<file path="config.mk">
export PLATFORM = sky130hd
export DESIGN_NAME = ide_cfg_window
export DESIGN_NICKNAME = d
export VERILOG_FILES = /design/src/rtl/ide_cfgwin_pkg.sv /design/src/rtl/ide_cfgwin_seq.sv /design/src/rtl/ide_cfgwin_regs.sv /design/src/rtl/ide_cfg_window.sv
export SDC_FILE = /design/constraint.sdc
export NUM_CORES = 1
export LEC_CHECK = 0
export ABC_CLOCK_PERIOD_IN_PS = 3600
export BUFFER_PORTS_ARGS = -buffer_cell sky130_fd_sc_hd__buf_2
export CAP_MARGIN = 20
export CORE_MARGIN = 10
export CORE_UTILIZATION = 40
export CTS_BUF_LIST = sky130_fd_sc_hd__clkbuf_4 sky130_fd_sc_hd__clkbuf_8 sky130_fd_sc_hd__clkbuf_16
export DETAILED_ROUTE_END_ITERATION = 8
export REMOVE_ABC_BUFFERS = 1
export SKIP_CTS_REPAIR_TIMING = 1
export SYNTH_ARGS = -nofsm -noshare
export SYNTH_HDL_FRONTEND = slang
export SYNTH_SLANG_ARGS = --single-unit
</file>
<file path="constraint.sdc">
create_clock -name clk -period 3.6 [get_ports clk]
set_input_delay 0.54 -clock clk [delete_from_list [all_inputs] [get_ports clk]]
set_output_delay 0.54 -clock clk [all_outputs]
set_load 0.03 [all_outputs]
</file>
<file path="src/rtl/ide_cfgwin_pkg.sv">
package ide_cfgwin_pkg;

  typedef enum logic [1:0] {
    SEQ_IDLE = 2'd0,
    SEQ_ONE  = 2'd1,
    SEQ_TWO  = 2'd2
  } seq_e;

  localparam logic [2:0] OFS_RDTIM = 3'd0;
  localparam logic [2:0] OFS_WRTIM = 3'd1;
  localparam logic [2:0] OFS_PROBE = 3'd1;
  localparam logic [2:0] OFS_KEY   = 3'd2;
  localparam logic [2:0] OFS_CTRL  = 3'd3;
  localparam logic [2:0] OFS_STRAP = 3'd5;
  localparam logic [2:0] OFS_MISC  = 3'd6;

  // word read at the probe offset: one step of the unlock run
  function automatic logic is_probe(logic wr, logic word, logic [2:0] ofs);
    return !wr && word && (ofs == OFS_PROBE);
  endfunction

  // byte write of a given key value at the key offset
  function automatic logic is_key(logic wr, logic word, logic [2:0] ofs,
                                  logic [7:0] val, logic [7:0] key);
    return wr && !word && (ofs == OFS_KEY) && (val == key);
  endfunction

endpackage

</file>
<file path="src/rtl/ide_cfgwin_seq.sv">
module ide_cfgwin_seq
  import ide_cfgwin_pkg::*;
#(
  parameter logic [7:0] KEY_OPEN  = 8'h03,
  parameter logic [7:0] KEY_CLOSE = 8'h83
) (
  input  logic       clk,
  input  logic       rst_n,
  input  logic       acc_valid,
  input  logic       acc_write,
  input  logic       acc_word,
  input  logic [2:0] acc_ofs,
  input  logic [7:0] acc_byte,
  output logic       win_open,
  output logic       open_evt,
  output logic       close_evt
);

  seq_e seq_q;
  logic win_q;
  logic probe_hit;

  assign probe_hit = acc_valid && is_probe(acc_write, acc_word, acc_ofs);
  assign open_evt  = acc_valid && !win_q && (seq_q == SEQ_TWO) &&
                     is_key(acc_write, acc_word, acc_ofs, acc_byte, KEY_OPEN);
  assign close_evt = acc_valid && win_q &&
                     is_key(acc_write, acc_word, acc_ofs, acc_byte, KEY_CLOSE);
  assign win_open  = win_q;

  always_ff @(posedge clk) begin
    if (!rst_n) begin
      seq_q <= SEQ_IDLE;
      win_q <= 1'b0;
    end else if (acc_valid) begin
      if (win_q) begin
        seq_q <= SEQ_IDLE;
        if (close_evt) win_q <= 1'b0;
      end else if (open_evt) begin
        win_q <= 1'b1;
        seq_q <= SEQ_IDLE;
      end else if (probe_hit) begin
        seq_q <= (seq_q == SEQ_IDLE) ? SEQ_ONE : SEQ_TWO;
      end else begin
        seq_q <= SEQ_IDLE;
      end
    end
  end


  open_only_after_key_chk: assert property (@(posedge clk) disable iff (!rst_n)
    $rose(win_open) |-> $past(acc_valid && acc_write && !acc_word &&
                              acc_ofs == OFS_KEY && acc_byte == KEY_OPEN));


  close_only_by_key_chk: assert property (@(posedge clk) disable iff (!rst_n)
    $fell(win_open) |-> $past(acc_valid && acc_write && !acc_word &&
                              acc_ofs == OFS_KEY && acc_byte == KEY_CLOSE));

endmodule

</file>
<file path="src/rtl/ide_cfgwin_regs.sv">
module ide_cfgwin_regs
  import ide_cfgwin_pkg::*;
#(
  parameter int          BANK_CNT = 2,
  parameter int          REG_W    = 8,
  parameter logic [7:0]  KEY_ALT  = 8'hC0
) (
  input  logic                      clk,
  input  logic                      rst_n,
  input  logic                      acc_valid,
  input  logic                      acc_write,
  input  logic [2:0]                acc_ofs,
  input  logic [REG_W-1:0]          acc_byte,
  input  logic                      win_open,
  output logic [BANK_CNT*REG_W-1:0] rd_timing,
  output logic [BANK_CNT*REG_W-1:0] wr_timing,
  output logic [REG_W-1:0]          ctrl_word,
  output logic [REG_W-1:0]          misc_word,
  output logic [REG_W-1:0]          rdata
);

  localparam int BSEL_W = (BANK_CNT > 1) ? $clog2(BANK_CNT) : 1;

  logic [REG_W-1:0]  rd_q [BANK_CNT];
  logic [REG_W-1:0]  wr_q [BANK_CNT];
  logic [REG_W-1:0]  ctrl_q, misc_q;
  logic [BSEL_W-1:0] bank_idx, eff_bank;
  logic              alt_en;
  logic              cfg_wr, alt_hit, idx_hit;

  assign cfg_wr   = acc_valid && acc_write && win_open;
  assign alt_hit  = acc_valid && acc_write && !win_open &&
                    (acc_ofs == OFS_CTRL) && (acc_byte[7:0] == KEY_ALT);
  assign idx_hit  = int'(acc_byte) < BANK_CNT;
  assign eff_bank = alt_en ? bank_idx : '0;

  genvar b;
  generate
    for (b = 0; b < BANK_CNT; b++) begin : g_bank
      always_ff @(posedge clk) begin
        if (!rst_n) begin
          rd_q[b] <= '0;
          wr_q[b] <= '0;
        end else if (cfg_wr && eff_bank == BSEL_W'(b)) begin
          if (acc_ofs == OFS_RDTIM) rd_q[b] <= acc_byte;
          if (acc_ofs == OFS_WRTIM) wr_q[b] <= acc_byte;
        end
      end
      assign rd_timing[b*REG_W +: REG_W] = rd_q[b];
      assign wr_timing[b*REG_W +: REG_W] = wr_q[b];
    end
  endgenerate

  always_ff @(posedge clk) begin
    if (!rst_n) begin
      ctrl_q   <= '0;
      misc_q   <= '0;
      bank_idx <= '0;
      alt_en   <= 1'b0;
    end else begin
      if (alt_hit) alt_en <= 1'b1;
      if (cfg_wr && acc_ofs == OFS_CTRL) ctrl_q <= acc_byte;
      if (cfg_wr && acc_ofs == OFS_MISC) begin
        if (idx_hit) bank_idx <= acc_byte[BSEL_W-1:0];
        else         misc_q   <= acc_byte;
      end
    end
  end

  always_comb begin
    rdata = '1;
    if (win_open) begin
      case (acc_ofs)
        OFS_RDTIM: rdata = rd_q[eff_bank];
        OFS_WRTIM: rdata = wr_q[eff_bank];
        OFS_CTRL:  rdata = ctrl_q;
        OFS_STRAP: rdata = '0;
        OFS_MISC:  rdata = misc_q;
        default:   rdata = '1;
      endcase
    end
  end

  assign ctrl_word = ctrl_q;
  assign misc_word = misc_q;


  closed_no_write_chk: assert property (@(posedge clk) disable iff (!rst_n)
    !win_open |=> $stable(ctrl_q) && $stable(misc_q) &&
                  $stable(rd_timing) && $stable(wr_timing));


  closed_read_ff_chk: assert property (@(posedge clk) disable iff (!rst_n)
    !win_open |-> rdata == '1);

  generate
    if (BANK_CNT > 1) begin : g_alt_chk

      alt_guard_chk: assert property (@(posedge clk) disable iff (!rst_n)
        (!alt_en && acc_valid && acc_write) |=>
          $stable(rd_q[1]) && $stable(wr_q[1]));
    end
  endgenerate

endmodule

</file>
<file path="src/rtl/ide_cfg_window.sv">
module ide_cfg_window
  import ide_cfgwin_pkg::*;
#(
  parameter int         BANK_CNT  = 2,
  parameter int         REG_W     = 8,
  parameter logic [7:0] KEY_OPEN  = 8'h03,
  parameter logic [7:0] KEY_CLOSE = 8'h83,
  parameter logic [7:0] KEY_ALT   = 8'hC0
) (
  input  logic                      clk,
  input  logic                      rst_n,
  input  logic                      acc_valid,
  input  logic                      acc_write,
  input  logic                      acc_word,
  input  logic [2:0]                acc_ofs,
  input  logic [REG_W-1:0]          acc_wdata,
  output logic [REG_W-1:0]          acc_rdata,
  output logic                      cfg_steer,
  output logic [BANK_CNT*REG_W-1:0] rd_timing,
  output logic [BANK_CNT*REG_W-1:0] wr_timing,
  output logic [REG_W-1:0]          ctrl_word,
  output logic [REG_W-1:0]          misc_word
);

  logic win_open, open_evt, close_evt;

  ide_cfgwin_seq #(.KEY_OPEN(KEY_OPEN), .KEY_CLOSE(KEY_CLOSE)) u_seq (
    .clk       (clk),
    .rst_n     (rst_n),
    .acc_valid (acc_valid),
    .acc_write (acc_write),
    .acc_word  (acc_word),
    .acc_ofs   (acc_ofs),
    .acc_byte  (acc_wdata[7:0]),
    .win_open  (win_open),
    .open_evt  (open_evt),
    .close_evt (close_evt)
  );

  ide_cfgwin_regs #(.BANK_CNT(BANK_CNT), .REG_W(REG_W), .KEY_ALT(KEY_ALT)) u_regs (
    .clk       (clk),
    .rst_n     (rst_n),
    .acc_valid (acc_valid),
    .acc_write (acc_write),
    .acc_ofs   (acc_ofs),
    .acc_byte  (acc_wdata),
    .win_open  (win_open),
    .rd_timing (rd_timing),
    .wr_timing (wr_timing),
    .ctrl_word (ctrl_word),
    .misc_word (misc_word),
    .rdata     (acc_rdata)
  );

  assign cfg_steer = win_open;


  open_evt_sets_steer_chk: assert property (@(posedge clk) disable iff (!rst_n)
    open_evt |=> cfg_steer);


  close_evt_clears_steer_chk: assert property (@(posedge clk) disable iff (!rst_n)
    close_evt |=> !cfg_steer);

endmodule

</file>
==> impl_metrics.py, run 1 <==
metrics = {
    "power_and_ir_drop": {
        "ir_drop_uv": 231,
        "finalPower_mw": 1.15,
        "power_density_nw_per_um2": 373,
        "leakagePower_nw": 1.16,
    },
    "critical_path": {
        "crit_type": "in2out",
        "reg2reg_slack_ns": 1.49,
        "required_ns": 3.06,
        "crit_path_max_fanout": 23,
        "rr_endpoint": "u_regs.misc_word[4]",
        "crit_path_start_kind": "input port",
        "endpoint_kind": "output port",
        "cp.arrival_ns": 1.98,
        "crit_start": "acc_ofs[0]",
        "ff2ff_path_depth": 4,
        "crit_end": "acc_rdata[4]",
        "r2r-start": "u_seq.win_open",
    },
    "synth": {
        "synth_top_area_share_pct": 38.4,
        "synthDistinctLibCells": 33,
        "synth_top_family_by_area": "simple AND/OR/NAND/NOR gates",
        "synth_ff_type": "edfxtp_1",
        "synth_top_area_cell": "edfxtp_1",
        "async_flop_share_pct": 0,
        "synth-edff-count": 32,
        "yosys.area_share.xor_xnor_pct": 0,
        "syn_area_per_cell_um2": 10.3,
        "synth_fa_ha_area_share_pct": 0,
        "synth.cell_area_um2": 2500,
        "synth.mux.area_fraction_pct": 12.4,
        "synth-seq-cells": 53,
        "synthSimpleGateAreaFrac_pct": 21.0,
        "synth.area.top_cells": "edfxtp_1 38%, dfxtp_1 17%, mux4_2 7.2%",
        "synth_compound_area_share_pct": 9.10,
        "yosysSeqAreaShare_pct": 55.2,
        "yosysWarningCount": 0,
        "syn_inst": 242,
    },
    "routing": {
        "wl_per_cell_um": 18.4,
        "antenna_left": 0,
        "wl_um": 7290,
        "viasPerCell": 5.44,
        "drtPass1Iterations": 4,
        "route.detailed.drc": 0,
        "drt_iter0_markers": 140,
        "dr_total_vias": 2153,
    },
    "clock_network": {
        "clock-root-buffer": "clkbuf_8",
        "clk_latency_ns": 0.32,
        "clk_pin_slew_worst_paths_ns": 0.09,
        "cts_made_buffers": 5,
        "htree_levels": 2,
        "clk_path_buf_depth": 2,
        "cts_sinks": 53,
        "cts_tree": "yes",
    },
    "grt": {
        "grt_max_degree": 24,
        "grt-ovfl-total": 0,
        "grt_first_pass_wirelength_um": 11400,
        "grt_usage_pct": 14.4,
        "antenna_found_initial": 0,
        "grt_pass1_vias": 2190,
    },
    "min_path": {
        "hold_depth": 2,
        "min_from": "u_regs.misc_word[2]",
        "min_path_type": "reg2reg",
    },
    "cells_and_area": {
        "drive_gt1_share_pct": 31.8,
        "area_delta_synth_final_pct": 22.9,
        "multi_input_area_um2": 1060,
        "n_antenna_cell": 0,
        "fillCellCount": 577,
        "final_nets": 336,
        "seqCellArea_um2": 1380,
    },
    "timing": {
        "fmax_ghz": 0.397,
        "tightest_slew_ns": 0.538,
        "finalCriticalPeriod_ns": 2.52,
        "fin_setup_tns_ns": 0,
        "setup_violations": 0,
        "skew_ns": 0.0107,
        "finalCritPeriodShare_pct": 69.9,
        "rsz0062_at_grt": "false",
        "drv_slew": 0,
        "hold_viol": 0,
        "relSlewSlack_pct": 64.1,
    },
    "placement": {
        "portBuffers": 72,
        "gp_congestion": 0.829,
        "dp_hpwl_um": 5510,
    },
    "die": {
        "die_h_um": 99.1,
        "boundaryPins": 73,
        "rows": 28,
        "core_um2": 5990,
        "die-area_um2": 9820,
        "fp.dieW_um": 99.1,
        "start_util_pct": 41.8,
    },
    "run": {
        "maxCapViolations": 0,
    },
    "run_status": {
        "status": "finished clean",
    },
}
==> cell type report <==
class / instances / area share (%)
repair buffers: 83 / 14.4
clock buffers: 5 / 2.24
clock inverters: 3 / 0.691
well taps: 75 / 3.05
inverters: 1 / 0.122
multi-input cells: 176 / 34.6
flip-flops and latches: 53 / 44.9
==> cells by family after synthesis <==
family | after synthesis
AND/OR/NAND/NOR | 116
buffers and inverters | 13
AO/OA/AOI/OAI | 39
multiplexers | 21
flip-flops | 53
==> per-layer routing <==
metal  global-route usage [%]  share of wire [%]  wire, µm  up-vias
met3                     4.29                6.3       457        9
met1                     17.2                 43      3110     1046
met4                     4.52                1.2        87        0
met2                     24.3                 50      3630       72
li1                         -                  -         -     1026
met5                        0                  0         0        -
==> power breakdown <==
part           internal, mW  total (mW)  switching, mW
registers             0.656       0.664        0.00793
logic                0.0419       0.134         0.0922
clock network         0.139       0.349          0.210
total                 0.837        1.15          0.310
==> cell usage after synthesis, drive strengths merged (2+ instances only) <==
master / instances
nor2b: 2
dfxtp: 21
edfxtp: 32
clkbuf: 7
or4: 2
nand4: 4
a21oi: 5
o21ai: 22
mux2i: 13
buf: 5
mux4: 8
o211ai: 7
nor3: 5
nand3: 4
nand2: 44
nor2: 46
==> worst min-delay path by stage <==
| stage | to | slack [ns] |
|---|---|---|
| 3_3_place_gp | u_regs.misc_word[3] | 0.47 |
| 6_report | u_regs.misc_word[2] | 0.49 |
| 4_1_cts | u_regs.misc_word[2] | 0.49 |
| 3_5_place_dp | u_regs.misc_word[2] | 0.48 |
| 2_1_floorplan | u_regs.alt_en | 0.46 |
| 5_1_grt | u_regs.misc_word[0] | 0.51 |
==> worst max-delay path, stage by stage <==
cell and delay, ns:
buf_2 0.43, mux4_2 0.58, nand2_1 0.09, o211ai_1 0.10, buf_2 0.23
==> through the flow <==
stage / setup WS, ns / util, % / std cells / cell area, µm² / hold WS [ns]
6_report: 1.08 / 51.4 / 396 / 3080 / 0.488
5_1_grt: 0.980 / 51.4 / 396 / 3080 / 0.513
3_5_place_dp: 1.08 / 49.9 / 388 / 2990 / 0.475
4_1_cts: 1.07 / 51.4 / 396 / 3080 / 0.490
2_1_floorplan: 1.25 / - / 230 / 2450 / 0.461
3_3_place_gp: 1.09 / 49.9 / 388 / 2990 / 0.467
==> registers in the layout, indices dropped and copies added, names as in the netlist <==
register,count
u_regs.bank_idx,1
u_seq.seq_q,2
u_regs.misc_word,8
u_seq.win_open,1
u_regs.alt_en,1
u_regs.ctrl_word,8
u_regs.rd_q,16
u_regs.wr_q,16
==> layout by cell type, fill, tap and decap left out, drive strengths merged, types with 4 or more instances in the layout <==
cell / Yosys / layout
a21oi: 5 / 5
buf: 5 / 83
clkbuf: 7 / 5
dfxtp: 21 / 21
edfxtp: 32 / 32
mux2i: 13 / 13
mux4: 8 / 8
nand2: 44 / 44
nand3: 4 / 4
nand4: 4 / 4
nor2: 46 / 46
nor3: 5 / 5
o211ai: 7 / 7
o21ai: 22 / 22
Power figures use the tool's default switching activity.
==> run 2: changes to the inputs <==
ABC_CLOCK_PERIOD_IN_PS = 2600   (was 3600)
clock period = 2.6 ns   (was 3.6 ns; I/O delays follow)
==> run 2 against run 1 <==
  * Sequential share of layout area fell by 0.86 points
  * Clock-buffer cell count up 1
  * Core utilization increased by 1.0 points
  * Register-to-register slack worse by 0.51 ns
  * Flip-flop and latch count did not move
  * Cell area grew 2.0%
  * First-iteration DRC count is 28% higher
  * Total power increased by 48%
==> impl_metrics.py, run 2 (synthesized netlist as in run 1, its figures left out) <==
metrics = {
    "timing": {
        "tightest_slew_ns": 0.537,
        "fmax_ghz": 0.454,
        "fin_setup_tns_ns": 0,
        "drv_slew": 0,
        "skew_ns": 0.00485,
        "whs_ns": 0.362,
        "finalCriticalPeriod_ns": 2.20,
        "finalCritPeriodShare_pct": 84.8,
        "hold_viol": 0,
        "rsz0062_at_grt": "false",
        "relSlewSlack_pct": 64.2,
        "setup_violations": 0,
    },
    "cells_and_area": {
        "fillCellCount": 587,
        "area_delta_synth_final_pct": 25.3,
        "final_common_cell": "buf_2",
        "final_nets": 340,
        "reg_top3": "u_regs.rd_q x16, u_regs.wr_q x16",
        "final_cell_mix": "72 x buf_2, 44 x nand2_1, 44 x nor2_1",
        "n_antenna_cell": 0,
        "stdcell_area_um2": 3140,
        "drive_gt1_share_pct": 32.9,
    },
    "clock_network": {
        "clk_path_buf_depth": 2,
        "clk_pin_slew_worst_paths_ns": 0.10,
        "htree_levels": 2,
        "clk_latency_ns": 0.30,
        "cts_tree": "yes",
        "clock-root-buffer": "clkbuf_8",
        "cts_sinks": 53,
        "cts_made_buffers": 5,
    },
    "die": {
        "rows": 28,
        "boundaryPins": 73,
        "die-area_um2": 9820,
        "fp.dieW_um": 99.1,
        "core_um2": 5990,
        "start_util_pct": 41.8,
        "die_h_um": 99.1,
    },
    "critical_path": {
        "worstPathCellList": "nand2_1, mux4_2, nand2_1, o211ai_1, buf_2",
        "cpMaxStageDelayCell": "mux4_2",
        "r2r-start": "u_seq.win_open",
        "slowest_delay_ns": 0.40,
        "critical_path_buf_inv_count": 1,
        "crit_path_max_fanout": 10,
        "cp.depth": 5,
        "reg2reg_slack_ns": 0.98,
        "cp.arrival_ns": 1.81,
        "required_ns": 2.21,
        "rr_endpoint": "u_regs.misc_word[4]",
        "endpoint_kind": "output port",
        "crit_type": "reg2out",
        "crit_path_start_kind": "register",
        "critical_path.top_delay_family": "simple AND/OR/NAND/NOR gates",
        "crit_top_cell": "nand2_1",
        "ff2ff_path_depth": 4,
    },
    "placement": {
        "place_area_um2": 3020,
        "gp_congestion": 0.818,
        "dp_hpwl_um": 5710,
        "portBuffers": 72,
    },
    "routing": {
        "route.detailed.drc": 0,
        "drt_iter0_markers": 179,
        "wl_per_cell_um": 18.5,
        "wl_um": 7420,
        "drtPass1Iterations": 4,
        "viasPerCell": 5.42,
        "dr_total_vias": 2167,
        "antenna_left": 0,
    },
    "power_and_ir_drop": {
        "ir_drop_uv": 390,
        "finalPower_mw": 1.70,
        "leakagePower_nw": 1.19,
        "power_density_nw_per_um2": 543,
    },
    "grt": {
        "grt_pass1_vias": 2191,
        "grt_first_pass_wirelength_um": 11600,
        "grt_max_degree": 24,
        "antenna_found_initial": 0,
        "grt_usage_pct": 14.5,
        "grt-ovfl-total": 0,
    },
    "min_path": {
        "min_path_type": "in2reg",
        "min_from": "acc_wdata[3]",
        "min_to": "u_regs.misc_word[3]",
        "hold_depth": 3,
    },
    "run_status": {
        "status": "finished clean",
    },
    "run": {
        "maxCapViolations": 0,
    },
}
run 2: tightest hold or removal path, cell delays in order:
cell and delay [ns]:
buf_2 0.13, nand2_1 0.05, mux2i_1 0.05
run 2: how the worst max path moves through the flow:
stage / slack (ns) / endpoint / start
2_1_floorplan: 0.40 / u_regs.wr_q[1][0] / acc_ofs[1]
3_3_place_gp: 0.41 / acc_rdata[2] / acc_ofs[0]
3_5_place_dp: 0.39 / acc_rdata[2] / acc_ofs[0]
4_1_cts: 0.37 / acc_rdata[2] / u_regs.alt_en
5_1_grt: 0.28 / acc_rdata[2] / u_regs.alt_en
6_report: 0.40 / acc_rdata[2] / u_regs.alt_en
run 2: area by class of cell:
| cell class | instances | area [µm²] | area share, % |
|---|---|---|---|
| clock buffers | 6 | 82.6 | 2.63 |
| repair buffers | 87 | 473 | 15.1 |
| clock inverters | 2 | 37.5 | 1.20 |
| well taps | 75 | 93.8 | 2.99 |
| inverters | 1 | 3.75 | 0.120 |
| flip-flops and latches | 53 | 1380 | 44.0 |
| multi-input cells | 176 | 1060 | 33.9 |
run 2: metrics by stage:
stage | utilization [%] | instances | worst slack [ns]
6_report | 52.4 | 400 | 0.395
5_1_grt | 52.4 | 400 | 0.275
4_1_cts | 52.4 | 400 | 0.373
3_5_place_dp | 50.4 | 392 | 0.391
3_3_place_gp | 50.4 | 392 | 0.414
2_1_floorplan | - | 230 | 0.397
run 2: routing by layer:
metal,vias up,global-route usage (%),share of wire (%)
li1,1041,-,-
met3,6,3.88,6.4
met5,-,0,0
met2,65,24.2,49
met4,0,2.54,0.62
met1,1055,18.6,44
run 2: report_power, final:
group,switching (mW),internal [mW],total [mW]
sequential,0.0115,0.908,0.920
clock,0.280,0.314,0.594
combinational,0.129,0.0599,0.189
